## src/rtl/irqc_pkg.sv

```systemverilog
// Shared constants and types for the level priority interrupt controller.
// Assumes levels are 3 bits wide and priority steps 2 bits wide.
package irqc_pkg;
    localparam int          LVL_W        = 3;
    localparam int          PRIO_W       = 2;
    localparam int          N_EXT        = 3;
    localparam logic [7:0]  AUTOVEC_BASE = 8'd24;
    localparam logic [2:0]  NMI_LEVEL    = 3'd7;

    typedef logic [LVL_W-1:0]  lvl_t;
    typedef logic [PRIO_W-1:0] prio_t;

    // Hard-wired level of external pin i in fixed mode.
    function automatic lvl_t fixed_pin_level(input int i);
        case (i)
            0:       return 3'd1;
            1:       return 3'd4;
            default: return 3'd7;
        endcase
    endfunction
endpackage

```

## src/rtl/irqc_pin_sync.sv

```systemverilog
// Multi-stage synchroniser for asynchronous active-low request pins.
// Assumes the idle level of every pin is high; reset loads all ones.
module irqc_pin_sync #(
    parameter int WIDTH  = 3,
    parameter int STAGES = 2
) (
    input  logic             clk,
    input  logic             rst_n,
    input  logic [WIDTH-1:0] din,
    output logic [WIDTH-1:0] dout
);
    logic [WIDTH-1:0] stage_q [STAGES];

    for (genvar g = 0; g < STAGES; g++) begin : g_stage
        if (g == 0) begin : g_first
            // First stage samples the raw pins.
            always_ff @(posedge clk) begin
                if (!rst_n) stage_q[0] <= '1;
                else        stage_q[0] <= din;
            end
        end else begin : g_next
            // Later stages shift the sampled value along.
            always_ff @(posedge clk) begin
                if (!rst_n) stage_q[g] <= '1;
                else        stage_q[g] <= stage_q[g-1];
            end
        end
    end

    assign dout = stage_q[STAGES-1];
endmodule

```

## src/rtl/irqc_ext_decode.sv

```systemverilog
// Turns the synchronised external pins into per-source requests, levels
// and priority steps. Fixed mode: one source per pin at levels 1/4/7.
// Encoded mode: the inverted pins form one level on source 0.
module irqc_ext_decode
    import irqc_pkg::*;
(
    input  logic [N_EXT-1:0]        pins_n,
    input  logic                    enc_mode,
    input  logic [PRIO_W*N_EXT-1:0] ext_prio,
    output logic [N_EXT-1:0]        src_req,
    output logic [LVL_W*N_EXT-1:0]  src_lvl,
    output logic [PRIO_W*N_EXT-1:0] src_prio
);
    lvl_t enc_level;

    // Active-low pins: inverting them gives the encoded level, 0 = idle.
    assign enc_level = ~pins_n;

    for (genvar g = 0; g < N_EXT; g++) begin : g_src
        if (g == 0) begin : g_shared
            // Source 0 carries either pin 0 or the whole encoded level.
            always_comb begin
                if (enc_mode) begin
                    src_req[0]          = (enc_level != 3'd0);
                    src_lvl[LVL_W-1:0]  = enc_level;
                end else begin
                    src_req[0]          = ~pins_n[0];
                    src_lvl[LVL_W-1:0]  = fixed_pin_level(0);
                end
            end
        end else begin : g_fixed
            // Sources 1 and 2 exist only in fixed mode.
            always_comb begin
                src_req[g]                 = ~enc_mode & ~pins_n[g];
                src_lvl[g*LVL_W +: LVL_W]  = fixed_pin_level(g);
            end
        end
        assign src_prio[g*PRIO_W +: PRIO_W] = ext_prio[g*PRIO_W +: PRIO_W];
    end
endmodule

```

## src/rtl/irqc_arbiter.sv

```systemverilog
// Combinational winner selection over NSRC sources: highest level first,
// then highest priority step, then lowest index. Masked or level-0
// sources are excluded.
module irqc_arbiter
    import irqc_pkg::*;
#(
    parameter int NSRC  = 8,
    parameter int IDX_W = 3
) (
    input  logic [NSRC-1:0]        req,
    input  logic [NSRC-1:0]        mask,
    input  logic [LVL_W*NSRC-1:0]  lvl_flat,
    input  logic [PRIO_W*NSRC-1:0] prio_flat,
    output logic                   win_valid,
    output logic [IDX_W-1:0]       win_idx,
    output lvl_t                   win_lvl
);
    logic [NSRC-1:0] elig;
    prio_t           win_prio;
    lvl_t            cur_l;
    prio_t           cur_p;

    for (genvar g = 0; g < NSRC; g++) begin : g_elig
        assign elig[g] = req[g] & ~mask[g] & (lvl_flat[g*LVL_W +: LVL_W] != 3'd0);
    end

    // Ascending scan with strict comparison keeps the lowest index on ties.
    always_comb begin
        win_valid = 1'b0;
        win_idx   = '0;
        win_lvl   = '0;
        win_prio  = '0;
        cur_l     = '0;
        cur_p     = '0;
        for (int i = 0; i < NSRC; i++) begin
            cur_l = lvl_flat[i*LVL_W +: LVL_W];
            cur_p = prio_flat[i*PRIO_W +: PRIO_W];
            if (elig[i] && (!win_valid || (cur_l > win_lvl) ||
                            ((cur_l == win_lvl) && (cur_p > win_prio)))) begin
                win_valid = 1'b1;
                win_idx   = IDX_W'(i);
                win_lvl   = cur_l;
                win_prio  = cur_p;
            end
        end
    end
endmodule

```

## src/rtl/irqc_ack_resp.sv

```systemverilog
// Registers the acknowledge response: the winner with an autovector or
// a device-vector cue, or a spurious indication when nothing is presented.
module irqc_ack_resp
    import irqc_pkg::*;
#(
    parameter int IDX_W = 3
) (
    input  logic             clk,
    input  logic             rst_n,
    input  logic             ack,
    input  logic             present,
    input  logic [IDX_W-1:0] win_idx,
    input  lvl_t             win_lvl,
    input  logic             win_autovec,
    output logic             rsp_valid,
    output logic             rsp_spurious,
    output logic             rsp_autovec,
    output logic [7:0]       rsp_vector,
    output lvl_t             rsp_level,
    output logic [IDX_W-1:0] rsp_src
);
    // Response fields are pulsed for one cycle per acknowledge.
    always_ff @(posedge clk) begin
        if (!rst_n || !ack) begin
            rsp_valid    <= 1'b0;
            rsp_spurious <= 1'b0;
            rsp_autovec  <= 1'b0;
            rsp_vector   <= '0;
            rsp_level    <= '0;
            rsp_src      <= '0;
        end else if (present) begin
            rsp_valid    <= 1'b1;
            rsp_spurious <= 1'b0;
            rsp_autovec  <= win_autovec;
            rsp_vector   <= win_autovec ? (AUTOVEC_BASE + {5'd0, win_lvl}) : 8'd0;
            rsp_level    <= win_lvl;
            rsp_src      <= win_idx;
        end else begin
            rsp_valid    <= 1'b1;
            rsp_spurious <= 1'b1;
            rsp_autovec  <= 1'b0;
            rsp_vector   <= AUTOVEC_BASE;
            rsp_level    <= '0;
            rsp_src      <= '0;
        end
    end
endmodule

```

## src/rtl/irq_prio_ctrl.sv

```systemverilog
// Top of the level priority interrupt controller. Combines synchronised
// external pins and internal requests, arbitrates them, presents the
// winning level against the core mask and answers acknowledges.
// Assumes ack is a one-cycle strobe synchronous to clk.
module irq_prio_ctrl
    import irqc_pkg::*;
#(
    parameter  int N_INT       = 5,
    parameter  int SYNC_STAGES = 2,
    localparam int N_SRC       = N_EXT + N_INT,
    localparam int IDX_W       = $clog2(N_SRC)
) (
    input  logic                    clk,
    input  logic                    rst_n,
    input  logic [N_EXT-1:0]        ext_irq_n,
    input  logic                    enc_mode,
    input  logic [PRIO_W*N_EXT-1:0] ext_prio,
    input  logic [N_EXT-1:0]        ext_mask,
    input  logic [N_EXT-1:0]        ext_autovec,
    input  logic [N_INT-1:0]        int_req,
    input  logic [LVL_W*N_INT-1:0]  int_level,
    input  logic [PRIO_W*N_INT-1:0] int_prio,
    input  logic [N_INT-1:0]        int_mask,
    input  logic [N_INT-1:0]        int_autovec,
    input  logic [LVL_W-1:0]        core_mask,
    input  logic                    ack,
    output logic [LVL_W-1:0]        ipl_out,
    output logic                    rsp_valid,
    output logic                    rsp_spurious,
    output logic                    rsp_autovec,
    output logic [7:0]              rsp_vector,
    output logic [LVL_W-1:0]        rsp_level,
    output logic [IDX_W-1:0]        rsp_src
);
    logic [N_EXT-1:0]        pins_sync_n;
    logic [N_EXT-1:0]        ext_req;
    logic [LVL_W*N_EXT-1:0]  ext_lvl;
    logic [PRIO_W*N_EXT-1:0] ext_prio_src;

    logic [N_SRC-1:0]        req_all;
    logic [N_SRC-1:0]        mask_all;
    logic [N_SRC-1:0]        autovec_all;
    logic [LVL_W*N_SRC-1:0]  lvl_all;
    logic [PRIO_W*N_SRC-1:0] prio_all;

    logic                    win_valid;
    logic [IDX_W-1:0]        win_idx;
    lvl_t                    win_lvl;
    logic                    present;

    irqc_pin_sync #(.WIDTH(N_EXT), .STAGES(SYNC_STAGES)) u_sync (
        .clk   (clk),
        .rst_n (rst_n),
        .din   (ext_irq_n),
        .dout  (pins_sync_n)
    );

    irqc_ext_decode u_decode (
        .pins_n   (pins_sync_n),
        .enc_mode (enc_mode),
        .ext_prio (ext_prio),
        .src_req  (ext_req),
        .src_lvl  (ext_lvl),
        .src_prio (ext_prio_src)
    );

    // External sources take the low indices, internal ones follow.
    assign req_all     = {int_req,     ext_req};
    assign mask_all    = {int_mask,    ext_mask};
    assign autovec_all = {int_autovec, ext_autovec};
    assign lvl_all     = {int_level,   ext_lvl};
    assign prio_all    = {int_prio,    ext_prio_src};

    irqc_arbiter #(.NSRC(N_SRC), .IDX_W(IDX_W)) u_arb (
        .req       (req_all),
        .mask      (mask_all),
        .lvl_flat  (lvl_all),
        .prio_flat (prio_all),
        .win_valid (win_valid),
        .win_idx   (win_idx),
        .win_lvl   (win_lvl)
    );

    // Level 7 bypasses the core mask; all others must exceed it.
    assign present = win_valid && ((win_lvl == NMI_LEVEL) || (win_lvl > core_mask));

    // Registered level presented to the core.
    always_ff @(posedge clk) begin
        if (!rst_n)       ipl_out <= '0;
        else if (present) ipl_out <= win_lvl;
        else              ipl_out <= '0;
    end

    irqc_ack_resp #(.IDX_W(IDX_W)) u_resp (
        .clk          (clk),
        .rst_n        (rst_n),
        .ack          (ack),
        .present      (present),
        .win_idx      (win_idx),
        .win_lvl      (win_lvl),
        .win_autovec  (autovec_all[win_idx]),
        .rsp_valid    (rsp_valid),
        .rsp_spurious (rsp_spurious),
        .rsp_autovec  (rsp_autovec),
        .rsp_vector   (rsp_vector),
        .rsp_level    (rsp_level),
        .rsp_src      (rsp_src)
    );

    AST_IPL_ABOVE_MASK: assert property (@(posedge clk) disable iff (!rst_n)
        (ipl_out != 3'd0 && ipl_out != NMI_LEVEL) |-> (ipl_out > $past(core_mask)));
    AST_WIN_ELIGIBLE: assert property (@(posedge clk) disable iff (!rst_n)
        win_valid |-> (req_all[win_idx] && !mask_all[win_idx]));
    AST_RSP_AFTER_ACK: assert property (@(posedge clk) disable iff (!rst_n)
        rsp_valid |-> $past(ack));
    AST_AUTOVEC_NUM: assert property (@(posedge clk) disable iff (!rst_n)
        (rsp_valid && rsp_autovec) |-> (rsp_vector == AUTOVEC_BASE + {5'd0, rsp_level} && rsp_level != 3'd0));
    AST_RSP_MATCH_IPL: assert property (@(posedge clk) disable iff (!rst_n)
        (rsp_valid && !rsp_spurious) |-> (rsp_level == ipl_out));
    AST_SPURIOUS_FORM: assert property (@(posedge clk) disable iff (!rst_n)
        (rsp_valid && rsp_spurious) |-> (rsp_vector == AUTOVEC_BASE && rsp_level == 3'd0 && !rsp_autovec));
    AST_RSP_ONEHOT: assert property (@(posedge clk) disable iff (!rst_n)
        $onehot0({rsp_spurious, rsp_autovec}));
endmodule

```

## config.mk

```make
export PLATFORM = sky130hd
export DESIGN_NAME = irq_prio_ctrl
export DESIGN_NICKNAME = d
export VERILOG_FILES = /design/src/rtl/irqc_pkg.sv /design/src/rtl/irqc_pin_sync.sv /design/src/rtl/irqc_ext_decode.sv /design/src/rtl/irqc_arbiter.sv /design/src/rtl/irqc_ack_resp.sv /design/src/rtl/irq_prio_ctrl.sv
export SDC_FILE = /design/constraint.sdc
export NUM_CORES = 1
export LEC_CHECK = 0
export ABC_AREA = 1
export BUFFER_PORTS_ARGS = -buffer_cell sky130_fd_sc_hd__buf_2
export CAP_MARGIN = 0
export CORE_MARGIN = 8
export CORE_UTILIZATION = 40
export CTS_BUF_LIST = sky130_fd_sc_hd__clkbuf_16
export DETAILED_ROUTE_END_ITERATION = 8
export PLACE_DENSITY = 0.7
export SLEW_MARGIN = 5
export SYNTH_ARGS = -nofsm -noshare
export SYNTH_HDL_FRONTEND = slang
export SYNTH_SLANG_ARGS = --single-unit
```

## constraint.sdc

```tcl
create_clock -name clk -period 8.3 [get_ports clk]
set_input_delay 1.245 -clock clk [delete_from_list [all_inputs] [get_ports clk]]
set_output_delay 1.245 -clock clk [all_outputs]
set_load 0.05 [all_outputs]
```

== Word-level counts from Yosys, hierarchy flattened ==
Memories as Yosys holds them, arrays and structs flattened.
Index checks and enable logic that the tools add are counted.

* Eq/ne operators: 8
* Bitwise logic cells: 33
* $add $sub $neg: 1
* Muxes and demuxes: 43
* Reduce and logical (&&, ||, !) cells: 49
* Order comparisons: 16

{| class="wikitable"
|+ Operators by type and width
! cell !! number
|-
| 2-to-1 mux 3 bit || 16
|-
| nonzero test 3 bit || 7
|-
| > comparator 3 bit || 6
|-
| 2-to-1 mux 2 bit || 9
|-
| AND 1 bit || 16
|-
| logical OR 1 bit || 16
|-
| == test 3 bit || 5
|-
| logical AND 1 bit || 15
|-
| 2-to-1 mux 1 bit || 15
|-
| > comparator 2 bit || 7
|-
| NOT 1 bit || 14
|-
| 2-to-1 mux 5 bit || 2
|-
| logical NOT 1 bit || 9
|-
| adder 5 x 3 -> 6 bit, first input constant || 1
|-
| == test 3 bit, first input constant || 2
|-
| > comparator 3 bit, first input constant || 2
|-
| less-than comparator 3 x 4 -> 1 bit, second input constant || 1
|-
| binary-select mux 1 bit (select 3 bit) || 1
|-
| == test 3 bit, second input constant || 1
|-
| NOT 3 bit || 1
|-
| OR reduction 3 bit || 1
|-
| OR 1 bit || 2
|-
| OR reduction 2 bit || 1
|}

* Memory bits (writable): 6
* Output and inout bits: 20
* Memories kept: 1
* Input bits: 62
* Register bits: 18

{| class="wikitable"
|+ Memory list
! memory !! depth !! width !! rd ports !! clocked after Yosys merged registers in !! wr ports !! line !! source
|-
| u_sync.stage_q || 2 || 3 || 2 || 0 || 2 || irqc_pin_sync.sv:12 || <nowiki>logic [WIDTH-1:0] stage_q [STAGES];</nowiki>
|}

== Longest topological paths before layout ==
Gate-level depths: netlist of the first run.
An unclocked memory read counts as a cell.

* Depth in word-level cells: 47
* Mapped depth: 68
* Depth with buffers taken out: 65

== Hierarchy ==
From an unflattened synthesis of the first run, not the netlist that was laid out.

* Cell total of the unflattened synthesis: 419
* Area total of the unflattened synthesis: 2647.5 µm²

{| class="wikitable"
|+ Modules (own cells, without submodules)
! module !! cells an instance !! sequential area each (µm²) !! instances !! area an instance (µm²)
|-
| irqc_arbiter || 295 || 0.0 || 1 || 1654.1
|-
| irqc_ack_resp || 41 || 260.2 || 1 || 435.4
|-
| irq_prio_ctrl || 41 || 60.1 || 1 || 251.5
|-
| irqc_pin_sync || 18 || 120.1 || 1 || 165.2
|-
| irqc_ext_decode || 24 || 0.0 || 1 || 141.4
|}

== Worst setup path after synthesis of the first run ==
Ideal clock, no wire load.

* Path type: in2reg
* Start point: in enc_mode
* End point: reg u_resp.rsp_vector[3]
* Slack: -291 ps
* Stages: 66
* Buffers on the path: 3
* Data arrival time: 8478 ps
* Cells stage by stage: nor3_1 inv_1 nand2_1 o21ai_0 nand2_1 o21ai_0 ha_1 inv_1 nor2_1 o21ai_0 nor2_1 nor2_1 nand2_2 nand2_2 clkbuf_1 nand2_1 o21ai_0 ha_1 [30 not listed] nand2_1 ha_1 a21oi_1 o21ai_0 a21oi_1 nand2_1 nand2_1 inv_1 nand2_1 nand2_2 ha_1 nand2_1 o21ai_0 nand2_1 nand2_2 nand2_2 nand2_1 nand2_1

* Longest elaborated chain between the ends: 43

{| class="wikitable"
|+ Ends and longest elaborated chain
! item !! line !! source
|-
| from (decl) || irq_prio_ctrl.sv:16 || <nowiki>input logic enc_mode,</nowiki>
|-
| 2-to-1 mux 3 bit / 2-to-1 mux 1 bit (equally long branches) || irqc_ext_decode.sv:23 || <nowiki>if (enc_mode) begin</nowiki>
|-
| nonzero test 3 bit / AND 1 bit (equally long branches) || irqc_arbiter.sv:24 || <nowiki>assign elig[g] = req[g] & ~mask[g] & (lvl_flat[g*LVL_W +: LVL_W] != 3'd0);</nowiki>
|-
| AND 1 bit || irqc_arbiter.sv:24 ||
|-
| 2-to-1 mux 3 bit (tied with other cells) || irqc_arbiter.sv:38 || <nowiki>if (elig[i] && (!win_valid || (cur_l > win_lvl) ||</nowiki>
|-
| > comparator 3 bit (tied with other cells) || irqc_arbiter.sv:38 ||
|-
| logical OR 1 bit / logical AND 1 bit (equally long branches) || irqc_arbiter.sv:38, irqc_arbiter.sv:39 ||
|-
| logical OR 1 bit || irqc_arbiter.sv:38 ||
|-
| logical AND 1 bit || irqc_arbiter.sv:38 ||
|-
| [26 not listed] || -- ||
|-
| > comparator 3 bit (tied with other cells) || irqc_arbiter.sv:38 ||
|-
| logical OR 1 bit / logical AND 1 bit (equally long branches) || irqc_arbiter.sv:38, irqc_arbiter.sv:39 ||
|-
| logical OR 1 bit || irqc_arbiter.sv:38 ||
|-
| logical AND 1 bit || irqc_arbiter.sv:38 ||
|-
| 2-to-1 mux 3 bit * || irqc_arbiter.sv:38 ||
|-
| via u_arb.win_lvl[2] || irqc_arbiter.sv:16 || <nowiki>output lvl_t win_lvl</nowiki>
|-
| parallel branches: the longest is 3 deep, another holds adder 5 x 3 -> 6 bit || -- ||
|-
| 2-to-1 mux 5 bit * || irqc_ack_resp.sv:31 || <nowiki>end else if (present) begin</nowiki>
|-
| to (signal assigned) || irqc_ack_resp.sv:35 || <nowiki>rsp_vector <= win_autovec ? (AUTOVEC_BASE + {5'd0, win_lvl}) : 8'd0;</nowiki>
|-
| to (decl) || irqc_ack_resp.sv:18 || <nowiki>output logic [7:0] rsp_vector,</nowiki>
|}

Mark *: on every way through the listed nets, which the timed path passes. The select of a mux whose other input is x is not followed.
A chain may end at the register's enable or synchronous reset.

== Worst setup path in the final report of the first run ==
* Start point: in enc_mode
* End point: reg u_resp.rsp_vector[2]

* Longest elaborated chain between the ends: 44

{| class="wikitable"
|+ Ends and longest elaborated chain
! item !! line !! source
|-
| 2-to-1 mux 3 bit / 2-to-1 mux 1 bit (equally long branches) || irqc_ext_decode.sv:23 ||
|-
| nonzero test 3 bit / AND 1 bit (equally long branches) || irqc_arbiter.sv:24 ||
|-
| AND 1 bit || irqc_arbiter.sv:24 ||
|-
| 2-to-1 mux 3 bit (tied with other cells) || irqc_arbiter.sv:38 ||
|-
| > comparator 3 bit (tied with other cells) || irqc_arbiter.sv:38 ||
|-
| logical OR 1 bit / logical AND 1 bit (equally long branches) || irqc_arbiter.sv:38, irqc_arbiter.sv:39 ||
|-
| logical OR 1 bit || irqc_arbiter.sv:38 ||
|-
| logical AND 1 bit || irqc_arbiter.sv:38 ||
|-
| [28 not listed] || -- ||
|-
| logical OR 1 bit || irqc_arbiter.sv:38 ||
|-
| logical AND 1 bit || irqc_arbiter.sv:38 ||
|-
| 2-to-1 mux 3 bit || irqc_arbiter.sv:38 ||
|-
| > comparator 3 bit / == test 3 bit (equally long branches) || irq_prio_ctrl.sv:85 || <nowiki>assign present = win_valid && ((win_lvl == NMI_LEVEL) || (win_lvl > core_mask));</nowiki>
|-
| logical OR 1 bit || irq_prio_ctrl.sv:85 ||
|-
| logical AND 1 bit || irq_prio_ctrl.sv:85 ||
|-
| NOT 1 bit (no source line) || -- ||
|-
| OR reduction 3 bit (no source line) || -- ||
|}

Several ways; a longest one is shown, not always the timed one. The select of a mux whose other input is x is not followed.

==> metrics.txt, run 1 <==
Final setup viols 0; Max Slew Vio Count 0; Worst Setup End Kind flop; share of layout cells above drive strength 1 47.8%; cells after synthesis 342; #FFs+latches synth 22; pin slew with the least headroom to its limit 1.06 ns; area delta synth->final 57.3%; Post-synth EDFFs 0; cell row count 27; FF-to-FF path depth 60; nature of the critical path startpoint input pin; Area after DPL 2930 sq um; final instance area 3450 sq um; number of warnings issued by yosys 0; Critical Path RT 8.48 ns; ys flop type dfxtp_1; Core Util, Final 63.8%; post-synth design cell area 2190 sq um; Residual DRC 0; commonest non-fill, non-tap cell in the layout buf_2; register area share after synthesis 20.1%; fin nets 562; Clock Skew 0.00189 ns; WL final 6.60 mm; largest net degree at the start of global routing 13; hpwl dp 5.10 mm; GR Overflow Total 0; CTS Buffer Depth 2; Die Footprint 8110 sq um; via count 2591; ys async rst share 0%; Min-Delay Endpoint u_sync.stage_q[1][1]$_SDFF_PN1_; reg-to-reg startpoint u_sync.stage_q[1][1]$_SDFF_PN1_; Wirelength per Cell 12.1 microns; initial antenna violation count 0; placed cells 525; Netlist cell types 32; ant diodes 0; DRT iter0 DRCs 80; outcome finished clean; final antenna-violating net count 0; cts bufs inserted 3; Hold Vio Cnt, Final 0; DRT Pass-1 Iters 4; commonest non-fill, non-tap cells in the layout buf_2 (77), inv_1 (58), nand2_1 (55); HP Start u_sync.stage_q[0][1]$_SDFF_PN1_; clk sink count 22; clock root buffer clkbuf_16; Worst Path Arrival 8.08 ns; Max VDD drop 0.0873 mV; clk_lat worst skew 0.25 ns; routed vias/inst 4.74; Final period util 95.2%; Slew headroom 29.0%; vias in the first global route 2361; Initial Util 40.6%; total track usage 14.3%; Core ar. 5410 sq um; PwrDens 150 nW/um^2; CP max stage cell ha_1; worst flop-to-flop path endpoint u_resp.rsp_vector[2]$_SDFF_PP0_; DIE HEIGHT 90.1 microns; MaxCap Viol Count 0; most frequent CP cell nor2_1; gpl congestion 0.853; first-pass GRT wire length 10.1 mm; Worst path max stage delay 0.28 ns; min Tclk post-route 7.90 ns; CTS tree built; CP Max Fanout 7; I/O pin total 82; Reg2Reg Setup Slack 1.04 ns; critical path class in -> reg; H-tree Lvls 1; port buffer count 78; number of fill cells 490; Pleak 1.94 nW; Fmax 0.127 GHz; Layout Cells excl Fill 547; CTS clk-pin slew, worst paths 0.05 ns; Die Wd 90.1 microns; hold crit path type reg -> reg; Cells on Worst Hold Path 1; Syn Area/Cell 6.41 sq um
[what timing repair did]
item                                    in CTS  in global routing
endpoints found under the setup margin      15                 15
pin swaps                                    0                 44
hold buffers                                 0                  0
resized for setup                            4                 83
setup buffers                                0                 15
gates cloned                                 0                  3
[synth_stat cells, types with 2 or more instances]
| library cell | n | area (sq um) |
|---|---|---|
| inv_1 | 63 | 236 |
| nor2_2 | 2 | 12.5 |
| nor3b_1 | 3 | 22.5 |
| or2_2 | 6 | 37.5 |
| nor2_1 | 29 | 109 |
| ha_1 | 24 | 300 |
| nand2_4 | 3 | 33.8 |
| nor3_2 | 3 | 30.0 |
| buf_4 | 4 | 30.0 |
| nand2_2 | 16 | 100 |
| nand3b_1 | 2 | 15.0 |
| o21ai_0 | 25 | 125 |
| a21oi_1 | 7 | 35.0 |
| nor3_1 | 8 | 40.0 |
| dfxtp_1 | 22 | 440 |
| o21bai_1 | 3 | 22.5 |
| nand3_1 | 18 | 90.1 |
| nand3_2 | 8 | 80.1 |
| inv_2 | 2 | 7.51 |
| nand2_1 | 69 | 259 |
| o21ai_1 | 2 | 10.0 |
| clkbuf_1 | 3 | 11.3 |
| nand4_1 | 11 | 68.8 |
[sequential cells by signal (all words and copies together) (netlist names)]
signal	flops
u_resp.rsp_autovec	1
ipl_out	3
u_sync.stage_q	6
u_resp.rsp_vector	4
u_resp.rsp_spurious	1
u_resp.rsp_valid	1
u_resp.rsp_src	3
u_resp.rsp_level	3
[stage by stage]
stage	hold WS, ns	total power (W)	setup TNS, ns	setup WS (ns)
2_1_floorplan	0.393	0.000284	0	0.0730
3_3_place_gp	0.396	0.000355	-2.21	-0.230
3_5_place_dp	0.397	0.000360	-4.69	-0.382
4_1_cts	0.412	0.000461	0	0.0531
5_1_grt	0.426	0.000555	-2.37	-0.215
6_report	0.409	0.000517	0	0.402
[layout make-up]
type	instances	area, sq um	area share [%]
tap	72	90.1	2.61
timing repair buffer	131	798	23.1
multi-input combinational	253	1800	52.1
clock buffer	3	75.1	2.18
clock inverter	1	3.75	0.109
inverter	65	244	7.07
sequential	22	440	12.8
[report_power, final]
group	internal (W)	switching (W)
logic	0.000125	0.000176
clock network	0.0000641	0.0000346
registers	0.000114	0.00000259
[critical path: cells and delay by family]
kind	cells	cell delay, ns
and+or+nand+nor	36	3.44
adders and majority gates	6	1.58
AOI/OAI and AO/OA	10	1.09
buffers and inverters	8	0.67
[worst max path at each step]
| stage | start | to | slack [ns] | cells after the start |
|---|---|---|---|---|
| 2_1_floorplan | enc_mode | u_resp.rsp_vector[3]$_SDFF_PN0_ | 0.07 | 66 |
| 3_3_place_gp | enc_mode | u_resp.rsp_vector[3]$_SDFF_PN0_ | -0.23 | 59 |
| 3_5_place_dp | ext_mask[0] | u_resp.rsp_vector[3]$_SDFF_PN0_ | -0.38 | 62 |
| 4_1_cts | enc_mode | u_resp.rsp_vector[3]$_SDFF_PN0_ | 0.05 | 64 |
| 5_1_grt | ext_mask[0] | u_resp.rsp_vector[2]$_SDFF_PP0_ | -0.21 | 61 |
| 6_report | enc_mode | u_resp.rsp_vector[2]$_SDFF_PP0_ | 0.40 | 60 |
[kinds of logic (layout without fill, tap and decap cells)]
family          after synthesis  in the layout  synth area share [%]
buf+inv                      72            200                  13.0
simple gates                181            184                  42.1
fa+ha+maj                    24             24                  13.7
other cells                   1              3                 0.171
compound gates               42             42                  11.0
flops                        22             22                  20.1
[metal layers]
metal | global-route usage (%) | part of all wire, % | vias to the layer above
met4 | 2.08 | 0.67 | 0
li1 | - | - | 1370
met3 | 3.24 | 4.0 | 6
met5 | 0 | 0 | -
met1 | 16.7 | 43 | 1158
met2 | 26.4 | 52 | 57
Note: power is estimated with default switching activity, not from simulation.
==> run 2, diff against run 1 <==
Settings changed: ABC_AREA 1 to unset, PLACE_DENSITY 0.7 to 0.67.
==> run 2 against run 1 <==
The run now ends with setup timing left. First-iteration DRC count rose by 95%. Routed wire length rose by 58%. Non-clock buffer count rose by 100. Combinational power rose by 61%. Register-to-register slack got worse by 3.2 ns. Clock skew barely moved. Clock-buffer cell count did not move. Critical endpoint is now u_resp.rsp_src[0]$_SDFF_PP0_.
==> metrics.txt, run 2 <==
outcome finished, violations left; failing checks setup timing; CP max stage cell or4_4; Worst Setup End Kind flop; routed vias/inst 5.45; Max Slew Vio Count 0; port buffer count 78; power consumption 0.000736 W; hpwl dp 7.26 mm; placed cells 574; HP Start u_sync.stage_q[0][0]$_SDFF_PN1_; DIE HEIGHT 97.3 microns; Die Footprint 9470 sq um; WL final 10.4 mm; commonest non-fill, non-tap cell in the layout buf_4; Core ar. 6390 sq um; initial antenna violation count 0; number of warnings issued by yosys 0; cts hold-fix bufs 0; I/O pin total 82; clk_lat worst skew 0.25 ns; Sequential Power Share 15.9%; H-tree Lvls 1; critical path class in -> reg; pin slew with the least headroom to its limit 0.785 ns; Final setup viols 15; first-pass GRT wire length 16.8 mm; total track usage 20.5%; hold crit path type reg -> reg; number of fill cells 428; Max VDD drop 0.176 mV; cells after synthesis 333; worst hold slack 0.405 ns; power share of the combinational group 66.0%; register area share after synthesis 16.7%; Clock Skew 0.00155 ns; share of layout cells above drive strength 1 61.2%; Initial Util 41.4%; GR Overflow Total 0; Netlist cell types 77; top cells by area, synth dfxtp_1 (17%), ha_1 (11%), inv_1 (4.8%); Hold Vio Cnt, Final 0; cts bufs inserted 3; Die Wd 97.3 microns; ys async rst share 0%; biggest area consumer among synthesized cells dfxtp_1; Top reg by flops u_sync.stage_q; most frequent CP cell ha_4; Syn Area/Cell 7.94 sq um; ant diodes 0; DRT Pass-1 Iters 4; Wirelength per Cell 16.4 microns; Reg2Reg Setup Slack -2.12 ns; Slew headroom 47.0%; FF-to-FF path depth 61; post-synth design cell area 2650 sq um; clock share of power 18.1%; Critical Path RT 8.44 ns; ys flop type dfxtp_1; final antenna-violating net count 0; unrepaired setup endpoints after global routing true; share of the synthesized area in the top cell type 16.7%; via count 3469; Layout Cells excl Fill 636; fin nets 646; Commonest cells post-synth inv_1 (34), nand2_1 (32), ha_1 (24); biggest regs u_sync.stage_q x6, u_resp.rsp_vector x4; CTS Buffer Depth 2; net switching power 0.000288 W; Pleak 2.33 nW; #FFs+latches synth 22; reg-to-reg startpoint u_sync.stage_q[1][0]$_SDFF_PN1_; Worst Path Arrival 11.22 ns; DRT iter0 DRCs 156; Post-synth EDFFs 0; final setup TNS -41.42 ns; number of flip-flops in the largest register 6; vias in the first global route 3675; worst flop-to-flop path endpoint u_resp.rsp_src[0]$_SDFF_PP0_; Fmax 0.0902 GHz; PnR worst setup slack -2.78 ns; Cells on Worst Hold Path 1; Power Internal 0.000448 W; MaxCap Viol Count 0; clk sink count 22; cell row count 29; Residual DRC 0; sw frac 39.1%; Worst path max stage delay 0.54 ns; CTS tree built; area delta synth->final 84.2%; CP Max Fanout 7; Min-Delay Endpoint u_sync.stage_q[1][0]$_SDFF_PN1_; CTS clk-pin slew, worst paths 0.06 ns; largest net degree at the start of global routing 14; min Tclk post-route 11.08 ns; gpl congestion 0.863; nature of the critical path startpoint input pin; PwrDens 151 nW/um^2; most frequent cell after synthesis inv_1; Final period util 134%; clock root buffer clkbuf_16; commonest non-fill, non-tap cells in the layout buf_4 (150), buf_2 (76), nand2_1 (27), inv_1 (27), dfxtp_1 (22)
==> run 2: cell count changes after synthesis, sizes merged, moves of 6 or more <==
cell    previous run  this run
nand2             88        32
inv               65        34
nand3             26         8
a21oi              7        18
nand2b             0        11
mux2               0         7
nor2              31        24
o31ai              0         7
a31oi              1         7
mux2i              0         6
o21ai             27        21
==> run 2: cell type report <==
cell class	instances	area (sq um)	share of cell area, %
Sequential cell	22	440	9.04
Clock buffer	3	75.1	1.54
Clock inverter	1	30.0	0.616
Tap cell	77	96.3	1.98
Timing Repair Buffer	231	1570	32.1
Inverter	34	130	2.67
Multi-Input combinational cell	268	2530	52.0
==> run 2: worst max-delay path, delay by kind of cell <==
family | cells | cell delay [ns]
AOI/OAI and AO/OA | 23 | 3.99
adders and majority gates | 6 | 1.46
buffers and inverters | 8 | 0.89
muxes | 2 | 0.64
and+or+nand+nor | 18 | 2.99
==> run 2: timing repair <==
action | 4_1_cts | 5_1_grt
setup buffers | 46 | 14
setup endpoints to repair | 15 | 15
pin swaps | 35 | 46
resized for setup | 49 | 27
cloned | 1 | 0
==> run 2: cells by family after synthesis <==
group | share of synthesized area [%]
adders and majority gates | 11.4
muxes | 5.25
AOI/OAI and AO/OA | 32.2
and+or+nand+nor | 26.3
buffers and inverters | 8.09
other | 0.142
DFF | 16.7
==> run 2: power by group through the flow <==
| stage | logic (W) | registers (W) | clock network (W) |
|---|---|---|---|
| after floorplan | 0.000202 | 0.000143 | 0 |
| after global placement | 0.000342 | 0.000118 | 0 |
| after detailed placement | 0.000353 | 0.000119 | 0 |
| after CTS | 0.000455 | 0.000117 | 0.000133 |
| after global routing | 0.000518 | 0.000118 | 0.000141 |
| final | 0.000486 | 0.000117 | 0.000133 |
==> run 2: routing by layer <==
| metal | part of all wire [%] | routed length, microns | vias to the layer above | global-route usage (%) |
|---|---|---|---|---|
| li1 | - | - | 1689 | - |
| met1 | 40 | 4200 | 1625 | 23.6 |
| met2 | 51 | 5300 | 123 | 37.9 |
| met3 | 5.8 | 600 | 32 | 2.70 |
| met4 | 3.0 | 312 | 0 | 6.53 |
| met5 | 0 | 0 | - | 0 |
==> run 2: per-stage QoR <==
stage	setup WS (ns)	utilization, %	cell area, sq um
2_1_floorplan	-2.81	-	2850
3_3_place_gp	-2.98	62.0	3960
3_5_place_dp	-3.27	62.0	3960
4_1_cts	-2.38	73.3	4680
5_1_grt	-3.24	76.3	4870
6_report	-2.78	76.3	4870
==> run 2: worst max path at each step <==
stage | startpoint | endpoint | cells after the start
after floorplan | enc_mode | u_resp.rsp_vector[0]$_SDFF_PP0_ | 59
final | ext_mask[2] | u_resp.rsp_src[0]$_SDFF_PP0_ | 57
after global placement | enc_mode | u_resp.rsp_spurious$_SDFF_PN0_ | 59
after CTS | enc_mode | u_resp.rsp_src[1]$_SDFF_PP0_ | 56
after detailed placement | enc_mode | u_resp.rsp_vector[1]$_SDFF_PP0_ | 59
after global routing | enc_mode | u_resp.rsp_src[1]$_SDFF_PP0_ | 61
